<file path="src/rtl/hazard_detector.sv">
module hazard_detector #(
  parameter int NRES  = 17,
  parameter int DEPTH = 4
) (
  input  logic             clk,
  input  logic             rst_n,
  input  logic             fetch_valid,
  input  logic [NRES-1:0]  fetch_domain,
  input  logic [NRES-1:0]  fetch_range,
  output logic             raw_hazard,
  output logic             waw_hazard,
  output logic             war_hazard,
  output logic             stall,
  output logic             accept,
  output logic [DEPTH-1:0] stage_busy
);

  logic [DEPTH-1:0] vld_q;
  logic [NRES-1:0]  rd_q [DEPTH];
  logic [NRES-1:0]  wr_q [DEPTH];
  logic [DEPTH-1:0] raw_s, waw_s, war_s;

  always_comb begin
    for (int i = 0; i < DEPTH; i++) begin
      raw_s[i] = vld_q[i] && |(wr_q[i] & fetch_domain);
      waw_s[i] = vld_q[i] && |(wr_q[i] & fetch_range);
      war_s[i] = vld_q[i] && |(rd_q[i] & fetch_range);
    end
  end

  assign raw_hazard = fetch_valid && |raw_s;
  assign waw_hazard = fetch_valid && |waw_s;
  assign war_hazard = fetch_valid && |war_s;
  assign stall      = raw_hazard || waw_hazard || war_hazard;
  assign accept     = fetch_valid && !stall;
  assign stage_busy = vld_q;

  always_ff @(posedge clk or negedge rst_n) begin
    if (!rst_n) begin
      vld_q <= '0;
      for (int i = 0; i < DEPTH; i++) begin
        rd_q[i] <= '0;
        wr_q[i] <= '0;
      end
    end else begin
      vld_q[0] <= accept;
      rd_q[0]  <= accept ? fetch_domain : '0;
      wr_q[0]  <= accept ? fetch_range  : '0;
      for (int i = 1; i < DEPTH; i++) begin
        vld_q[i] <= vld_q[i-1];
        rd_q[i]  <= rd_q[i-1];
        wr_q[i]  <= wr_q[i-1];
      end
    end
  end

  AST_RESET_EMPTY: assert property (@(posedge clk) disable iff (!rst_n)
    $rose(rst_n) |-> (vld_q == '0));
  AST_IDLE_QUIET: assert property (@(posedge clk) disable iff (!rst_n)
    !fetch_valid |-> (!stall && !accept));
  AST_WAW_HOLDS: assert property (@(posedge clk) disable iff (!rst_n)
    waw_hazard |-> !accept);
  AST_ENTER_STAGE0: assert property (@(posedge clk) disable iff (!rst_n)
    accept |=> vld_q[0]);
  AST_BUBBLE_IN: assert property (@(posedge clk) disable iff (!rst_n)
    !accept |=> !vld_q[0]);

  for (genvar g = 1; g < DEPTH; g++) begin : g_adv
    AST_ADVANCE: assert property (@(posedge clk) disable iff (!rst_n)
      vld_q[g-1] |=> vld_q[g]);
    AST_NO_GHOST: assert property (@(posedge clk) disable iff (!rst_n)
      !vld_q[g-1] |=> !vld_q[g]);
  end

endmodule

</file>
<file path="config.mk">
export PLATFORM = sky130hd
export DESIGN_NAME = hazard_detector
export DESIGN_NICKNAME = d
export VERILOG_FILES = /design/src/rtl/hazard_detector.sv
export SDC_FILE = /design/constraint.sdc
export NUM_CORES = 1
export LEC_CHECK = 0
export ABC_AREA = 1
export BUFFER_PORTS_ARGS = -buffer_cell sky130_fd_sc_hd__buf_2
export CAP_MARGIN = 20
export CORE_UTILIZATION = 50
export CTS_CLUSTER_SIZE = 40
export DETAILED_ROUTE_END_ITERATION = 8
export GPL_TIMING_DRIVEN = 0
export PLACE_DENSITY_LB_ADDON = 0.2
export SETUP_SLACK_MARGIN = 0.4
export SYNTH_ARGS = -nofsm -noshare
export SYNTH_HDL_FRONTEND = slang
export SYNTH_SLANG_ARGS = --single-unit
</file>
<file path="constraint.sdc">
create_clock -name clk -period 1.7 [get_ports clk]
set_input_delay 0.255 -clock clk [delete_from_list [all_inputs] [get_ports clk]]
set_output_delay 0.255 -clock clk [all_outputs]
set_load 0.02 [all_outputs]
</file>
==> out/results.txt, run 1 <==
status: finished, violations left
failing checks: negative setup slack
hold path start: fetch_range[6]
Register-to-Register Path Depth: 13
Hold Path End: wr_q[57]
Critical Path RT: 1.44 ns
CTS tree: done
crit path DAT: 2.15 ns
synth cell count leaders: nand2_1 (274), dfrtp_1 (140), inv_1 (58), nor2_1 (46), nand3_1 (30)
Initial Utilization: 51.65%
routed wl met3: 784 um
chip width: 108.3 um
H-tree Lvls: 4
fin util: 63.10%
slowest CP cell: dfrtp_1
Setup crit end kind: primary output
setup_tns: -14.61 ns
Crit Path Max Fanout: 3
post-synth top area cell: dfrtp_1
Layout Nets: 719
Area contributors post-synth: dfrtp_1 (62%), nand2_1 (18%), buf_6 (4.0%), inv_1 (3.9%), nor2_2 (3.1%)
Hold WS: 0.07983 ns
DR vias: 4191
crit path kind: register to primary output
Final Setup Violations: 40
router iterations before antenna repair: 5
initial antenna violation count: 0
worst slew pin tran: 0.4635 ns
number of vias per cell: 5.025
VDD IR-drop max: 1156 uV
filler cell count: 907
met2 WL post-DR: 5965 um
count leader, synth: nand2_1
Placed Cells: 792
post-synth cell types: 13
most used cell, CP: nand2_1
Post-Syn Area: 5648 um^2
FFs w/ async S/R, synth: 100.0%
Mean Syn Cell Area: 9.066 um^2
Iter 0 DRT Violations: 350
worst r2r src: wr_q[46]
critical path's top delay family: simple AND/OR/NAND/NOR gates
fin crit share: 141.7%
number of diodes: 0
RSZ-0062 raised after global routing: true
r2r setup slk: -0.43 ns
global-route wire length before repair: 20200 um
CTS buffer count: 17
Final Slew Violations: 0
Port Buffer Count: 28
DIE AREA: 11720 um^2
vias in the first global route: 3940
Final Hold Fails: 0
Max-Cap Viols: 0
routed wire length per instance: 15.52 um
HPWL Detailed: 8731 um
fin cells: 834
fin crit period: 2.409 ns
HP Class: input port to register
Synth Flop Type: dfrtp_1
CTS Buffer Depth: 2
RR Endpoint: rd_q[54]
Layout Skew: 0.009884 ns
Top Ports: 46
gr ovfl total: 0
max layer used: met4
f_max: 415.1 MHz
largest net degree at the start of global routing: 92
min setup slack post-route: -0.7089 ns
slowest stage delay, CP: 0.40 ns
Worst Hold Depth: 3
Post-Syn Nets: 660
power density cells: 1876 nW/um^2
total track usage: 23.99%
Final Routed Wirelength: 12940 um
crit path cell chain: nand2_1 > nand2_1 > nor2_2 > nand3b_1 > o21ai_1 > nand2_1 > nor2_2 > nand4_4 > buf_12 > clkinvlp_4 > buf_6
core area: 10940 um^2
post-route ant nets: 0
EDFF count, synth: 0
Post-Syn Instances: 623
drt drc: 0
Clk Latency, worst-skew pair: 0.42 ns
Leak: 3.847 nW
share of layout cells above drive strength 1: 23.49%
Die Ht: 108.3 um
Tot Pwr: 0.01295 W
num rows: 38
Worst Path Buf+Inv: 3
Slew headroom: 69.10%
GPL Wtd Cong: 0.8757
CTS root buffer: clkbuf_16
Yosys reg bits: 140
Area Overhead vs Synth: 22.18%
WL met1: 5921 um
CP Launch Type: register
Ys Warns: 0
Reg clk slew, reported paths: 0.06 ns
Yosys top cell area share: 62.03%
# clock sinks: 140
sequential share of the synthesized area: 62.03%
==> cell type report <==
type	instances	area (um^2)	share of cell area (%)
clock buffers	17	425.4	6.165
well taps	140	175.2	2.539
flip-flops and latches	140	3507	50.82
inverters	58	221.5	3.209
clock inverters	14	145.1	2.103
plain buffers	20	262.8	3.808
repair buffers	40	334.1	4.841
multi-input cells	405	1829	26.51
==> routing by layer <==
layer	track usage, %	vias up
met5	0	-
met4	9.266	0
met3	5.726	25
met2	35.35	147
met1	34.51	2020
li1	-	1999
==> sequential cells by signal (all words and copies together) (netlist names) <==
register    cells
wr_q           68
rd_q           68
stage_busy      4
==> placed cells by master, fill, tap and decap left out, types with 6 or more instances in the layout <==
| cell type | instances |
|---|---|
| nor2_2 | 43 |
| nand2_2 | 8 |
| dfrtp_1 | 137 |
| buf_2 | 21 |
| nor2_1 | 28 |
| inv_1 | 55 |
| nand3_1 | 28 |
| clkbuf_16 | 18 |
| nand2_1 | 266 |
| buf_4 | 6 |
| buf_6 | 23 |
| a21oi_1 | 6 |
==> report_power, final <==
group | switching (W) | internal [W]
combinational | 0.00257 | 0.00180
sequential | 0.000617 | 0.00439
clock | 0.00142 | 0.00215
==> worst min-delay path, cell delays in order <==
cell	delay, ns
buf_8	0.12
inv_1	0.06
nor2_2	0.03
==> repair_timing <==
action | in CTS | in global routing
endpoints found under the hold margin | 49 | 0
pin swaps | 9 | 10
gates resized for setup | 21 | 47
buffers inserted | 3 | 6
hold buffers | 1 | 0
cloned | 0 | 1
endpoints found under the setup margin | 42 | 42
==> worst max path at each step <==
stage / cells past startpoint / start / endpoint
after floorplan: 11 / fetch_range[16] / accept
after global placement: 1 / rst_n / wr_q[52]
after detailed placement: 12 / fetch_domain[15] / accept
after CTS: 11 / wr_q[47] / accept
after global routing: 11 / wr_q[10] / accept
final: 11 / wr_q[46] / accept
==> stage by stage <==
step                cell area (um^2)  setup slack, ns
finish                          6900          -0.7089
global route                    6900          -0.7538
CTS                             6678          -0.6392
detailed placement              6023          -0.4672
global placement                5989           -1.442
floorplan                       5674          0.04192
==> logic make-up (layout without fill, tap and decap cells) <==
kind of cell | count (synthesis) | count (layout) | share of synthesized area [%]
AO/OA/AOI/OAI | 19 | 19 | 1.684
buffers and inverters | 78 | 149 | 7.842
flip-flops | 140 | 140 | 62.03
AND/OR/NAND/NOR | 386 | 386 | 28.45
No activity file was read; power rests on OpenSTA's default activity.
==> run 2, diff against run 1 <==
--- a/config.mk
+++ b/config.mk
@@ -5,7 +5,6 @@
 export SDC_FILE = /design/constraint.sdc
 export NUM_CORES = 1
 export LEC_CHECK = 0
-export ABC_AREA = 1
 export BUFFER_PORTS_ARGS = -buffer_cell sky130_fd_sc_hd__buf_2
 export CAP_MARGIN = 20
 export CORE_UTILIZATION = 50
==> run 2 against run 1 <==
  * The run still ends with negative setup slack left
  * Total power up 14%
  * Critical path depth down 3
  * Die area down 4.4%
  * Non-clock buffer count up 32
  * Routed wire length up 23%
  * Setup slack worse by 0.41 ns
  * Worst hold slack worse by 0.043 ns
  * Combinational power up 33%
  * Clock-buffer cell count up 1
  * Area after synthesis down 4.5%
  * Synthesized cell count down 40%
  * First-iteration DRC count up 8.6%
==> out/results.txt, run 2 <==
status: finished, violations left
Port Buffer Count: 27
Post-Syn Nets: 413
Mean Syn Cell Area: 14.34 um^2
HPWL Detailed: 10080 um
crit path cell chain: a22o_1 > a221oi_2 > nand4_1 > o21ai_2 > a41oi_4 > buf_12 > or3_4 > buf_6
Final Routed Wirelength: 15950 um
Worst Path Buf+Inv: 2
Yosys top cell area share: 64.97%
worst setup path end: stall
Layout Nets: 494
number of vias per cell: 6.480
Reg clk slew, reported paths: 0.06 ns
critical path depth in cells: 8
routed wire length per instance: 26.32 um
count leader, synth: dfrtp_1
HP Class: input port to register
min setup slack post-route: -1.118 ns
failing checks: negative setup slack
GPL Wtd Cong: 0.9424
fin crit period: 2.818 ns
Ys Warns: 0
post-route ant nets: 0
router iterations before antenna repair: 6
total track usage: 30.14%
CTS root buffer: clkbuf_8
Reg power frac: 34.2%
largest net degree at the start of global routing: 102
worst slew pin tran: 0.7272 ns
Worst Hold Depth: 3
switching power total: 0.005214 W
Area Overhead vs Synth: 35.38%
Leak: 3.162 nW
DIE AREA: 11200 um^2
sequential share of the synthesized area: 64.97%
CP Launch Point: wr_q[59]
DR vias: 3927
Critical Path RT: 1.44 ns
CP Launch Type: register
fin crit share: 165.8%
Post-Syn Instances: 376
Register-to-Register Path Depth: 14
slowest stage delay, CP: 0.40 ns
Max-Cap Viols: 0
fin area: 7301 um^2
post-synth top area cell: dfrtp_1
Final Hold Fails: 0
FFs w/ async S/R, synth: 100.0%
setup_tns: -34.51 ns
share of layout cells above drive strength 1: 39.15%
Initial Utilization: 52.00%
CTS Buffer Depth: 2
Tot Pwr: 0.01481 W
RSZ-0062 raised after global routing: true
Clock power frac: 26.7%
Yosys reg bits: 140
Iter 0 DRT Violations: 380
worst r2r src: rd_q[52]
VDD IR-drop max: 1659 uV
chip width: 105.9 um
crit path kind: register to primary output
Post-Syn Area: 5393 um^2
Area contributors post-synth: dfrtp_1 (65%), a22oi_1 (8.4%), nor4_2 (6.7%), a221oi_2 (2.5%), nand2_1 (2.4%)
vias in the first global route: 4084
Layout Skew: 0.01226 ns
Comb pwr share: 39.1%
EDFF count, synth: 0
power density cells: 2029 nW/um^2
CTS buffer count: 17
Setup crit end kind: primary output
Int Power: 0.009600 W
Slew headroom: 51.52%
Final Slew Violations: 0
drt drc: 0
Clk Latency, worst-skew pair: 0.53 ns
Synth Flop Type: dfrtp_1
# clock sinks: 140
Top Ports: 46
global-route wire length before repair: 23830 um
initial antenna violation count: 0
commonest non-fill, non-tap cell in the layout: dfrtp_1
number of diodes: 0
core area: 10370 um^2
Hold WS: 0.03690 ns
r2r setup slk: -1.00 ns
crit path DAT: 2.56 ns
synth cell count leaders: dfrtp_1 (140), a22oi_1 (60), nand2_1 (34), nor4_2 (29)
DP Area: 5829 um^2
Crit Path Max Fanout: 4
slowest CP cell: dfrtp_1
switch share: 35.20%
f_max: 354.8 MHz
Die Ht: 105.9 um
commonest non-fill, non-tap cells in the layout: dfrtp_1 (136), a22oi_1 (60), nand2_1 (34), nor4_4 (32), buf_6 (29)
CTS tree: done
RR Endpoint: rd_q[57]
critical path's top delay family: compound AO/OA/AOI/OAI gates
gr ovfl total: 0
Final Setup Violations: 40
H-tree Lvls: 4
post-synth cell types: 22
num rows: 37
-- run 2: kinds of logic after synthesis --
kind of cell	share of synthesized area [%]
flops	64.97
compound gates	18.58
simple gates	12.51
buf+inv	3.944
-- run 2: worst min-delay path, stage by stage --
cell and delay (ns):
buf_2 0.15, nand2_1 0.08, nor4_2 0.04
-- run 2: worst min-delay path by stage --
stage                          startpoint  endpoint  slack [ns]
final                     fetch_domain[1]  rd_q[52]        0.04
after global routing      fetch_domain[1]  rd_q[52]        0.03
after CTS                 fetch_domain[2]  rd_q[53]       0.001
after detailed placement            rst_n  rd_q[15]        0.18
after global placement           rd_q[24]   rd_q[7]        0.36
after floorplan                     rst_n   rd_q[0]       -0.04
-- run 2: through the flow --
step	setup WS (ns)	instances	util, %
floorplan	-0.4120	376	-
global placement	-1.376	539	55.89
detailed placement	-1.049	540	56.21
CTS	-1.123	592	67.69
global route	-1.237	606	70.40
finish	-1.118	606	70.40
-- run 2: layout make-up --
type                    count  area (um^2)
flip-flops and latches    140         3508
fillers                   706         3069
multi-input cells         205         2034
repair buffers             62        671.9
clock buffers              18        427.9
plain buffers              30        276.5
clock inverters            14        207.7
well taps                 136        170.2
inverters                   1        3.754
-- run 2: what timing repair did --
action,CTS,global route
hold buffers,2,0
pin swaps,36,12
buffers inserted,16,14
cloned,2,0
hold endpoints to repair,40,0
gates resized for setup,69,25
endpoints found under the setup margin,44,44
-- run 2: power groups by stage --
stage | Clock (W) | Combinational (W) | Sequential (W)
3_3_place_gp | 0 | 0.00327 | 0.00500
2_1_floorplan | 0 | 0.00249 | 0.00487
5_1_grt | 0.00414 | 0.00602 | 0.00516
4_1_cts | 0.00398 | 0.00489 | 0.00503
3_5_place_dp | 0 | 0.00335 | 0.00506
6_report | 0.00395 | 0.00580 | 0.00507
-- run 2: per-layer routing --
layer  part of all wire, %  global-route usage, %
met4                   3.5                  16.27
met3                   5.4                  5.690
met2                    54                  51.54
met1                    37                  36.02
met5                     0                      0
==> run 3, diff against run 2 <==
==> constraint.sdc (replaced) <==
create_clock -name clk -period 1.7 [get_ports clk]
set_input_delay 0.085 -clock clk [delete_from_list [all_inputs] [get_ports clk]]
set_output_delay 0.085 -clock clk [all_outputs]
set_load 0.02 [all_outputs]
==> run 3 against run 2 <==
  * The run still ends with negative setup slack left
  * Routed wire length grew 6.7%
  * Die area is the same
  * Critical path depth is the same
  * Clock power down 1%
  * Total power is 0.96% lower
  * Utilization rose by 2.2 points
  * Final cell count up 5.8%
  * Critical path type unchanged
  * Largest cell class unchanged
==> out/results.txt, run 3 (synthesized netlist as in run 2, its figures left out) <==
Crit Path Max Fanout: 4
crit path kind: register to primary output
number of diodes: 0
f_max: 376.2 MHz
Register-to-Register Path Depth: 12
Placed Cells: 540
vias in the first global route: 4197
post-route ant nets: 0
CTS buffer count: 17
Port Buffer Count: 27
Clk Latency, worst-skew pair: 0.52 ns
power density cells: 1948 nW/um^2
num rows: 37
commonest non-fill, non-tap cell in the layout: dfrtp_1
CP Launch Type: register
Initial Utilization: 52.00%
global-route wire length before repair: 24190 um
worst slew pin tran: 0.6856 ns
HPWL Detailed: 10030 um
H-tree Lvls: 4
drt drc: 0
Max-Cap Viols: 0
fin cells: 641
Layout Nets: 529
CTS tree: done
total track usage: 30.36%
switch share: 34.90%
area of the multi-input gates: 2012 um^2
Final Hold Fails: 0
Final Setup Violations: 40
# clock sinks: 140
WL met1: 6080 um
VDD IR-drop max: 1508 uV
number of vias per cell: 6.562
CTS Buffer Depth: 2
status: finished, violations left
Reg power frac: 34.6%
setup_tns: -27.33 ns
core area: 10370 um^2
CTS root buffer: clkbuf_8
Die Ht: 105.9 um
Reg area: 3508 um^2
GPL Wtd Cong: 0.9307
Critical Path RT: 1.62 ns
Leak: 3.272 nW
failing checks: negative setup slack
router iterations before antenna repair: 5
met2 WL post-DR: 8956 um
fin crit period: 2.658 ns
commonest non-fill, non-tap cells in the layout: dfrtp_1 (136), a22oi_1 (60), nand2_1 (34), dlygate4sd3_1 (34), buf_2 (33)
routed wl met3: 1173 um
Layout Skew: 0.01173 ns
share of layout cells above drive strength 1: 36.83%
fin area: 7532 um^2
Slew headroom: 54.29%
Setup crit end kind: primary output
Worst Hold Depth: 3
Hold WS: 0.03727 ns
Top Ports: 46
Clock power frac: 26.6%
max layer used: met4
routed wire length per instance: 26.54 um
Final Routed Wirelength: 17010 um
chip width: 105.9 um
HP Class: input port to register
Area Overhead vs Synth: 39.68%
switching power total: 0.005120 W
Final Slew Violations: 0
r2r setup slk: -0.91 ns
RSZ-0062 raised after global routing: true
DR vias: 4206
crit path DAT: 2.57 ns
Int Power: 0.009552 W
Comb pwr share: 38.8%
DIE AREA: 11200 um^2
filler cell count: 665
fin crit share: 156.3%
Iter 0 DRT Violations: 412
DP Area: 5786 um^2
DP Worst Slack: -0.5886 ns
min setup slack post-route: -0.9578 ns
gr ovfl total: 0
largest net degree at the start of global routing: 92
Reg clk slew, reported paths: 0.06 ns
initial antenna violation count: 0
[run 3: cell types whose count changed in the layout (fill, tap and decap cells not counted), moves of 4 or more]
cell / change
buf_4: +6
buf_2: +9
dlygate4sd3_1: +32
buf_6: -11
nor4_4: -4
nor4_2: +5
[run 3: repair_timing]
item	CTS	global route
resized for setup	44	44
pin swaps	24	21
setup buffers	16	17
endpoints found under the setup margin	43	41
cloned	1	1
hold buffers	34	0
hold endpoints to repair	169	0
[run 3: stage by stage]
stage	util (%)	power [W]
after floorplan	-	0.007318
after global placement	55.47	0.008241
after global routing	72.64	0.01515
final	72.64	0.01467
after CTS	68.68	0.01335
after detailed placement	55.79	0.008348
[run 3: power groups by stage]
| stage | Combinational, W | Clock [W] | Sequential [W] |
|---|---|---|---|
| floorplan | 0.00245 | 0 | 0.00487 |
| global placement | 0.00323 | 0 | 0.00501 |
| detailed placement | 0.00328 | 0 | 0.00506 |
| CTS | 0.00443 | 0.00390 | 0.00502 |
| global route | 0.00592 | 0.00408 | 0.00515 |
| finish | 0.00569 | 0.00390 | 0.00508 |
[run 3: area by class of cell]
| class | instances | area share, % |
|---|---|---|
| Inverter | 1 | 0.04983 |
| Sequential cell | 140 | 46.58 |
| Timing Repair Buffer | 97 | 12.91 |
| Clock buffer | 20 | 5.914 |
| Tap cell | 136 | 2.259 |
| Buffer | 30 | 3.123 |
| Clock inverter | 12 | 2.458 |
| Multi-Input combinational cell | 205 | 26.71 |
[run 3: final timing paths]
path	endpoint	from
worst max-delay path	accept	wr_q[12]
worst min-delay path	wr_q[66]	fetch_range[15]
worst max register to register	rd_q[56]	wr_q[12]
worst min register to register	rd_q[36]	rd_q[53]
max in group asynchronous	stage_busy[0]	rst_n
min in group asynchronous	rd_q[15]	rst_n
[run 3: layer usage]
metal  global-route usage (%)  vias to the layer above
li1                         -                     1723
met1                    35.82                     2151
met2                    50.93                      241
met3                    7.854                       91
met4                    16.17                        0
met5                        0                        -
[run 3: worst max-delay path: stages, from the launching register on]
cell and delay, ns:
dfrtp_1 0.38, a22o_1 0.24, a221oi_4 0.26, nand4_1 0.15, o21ai_2 0.21, a41oi_4 0.23
buf_6 0.19, nor4_4 0.21, buf_4 0.18
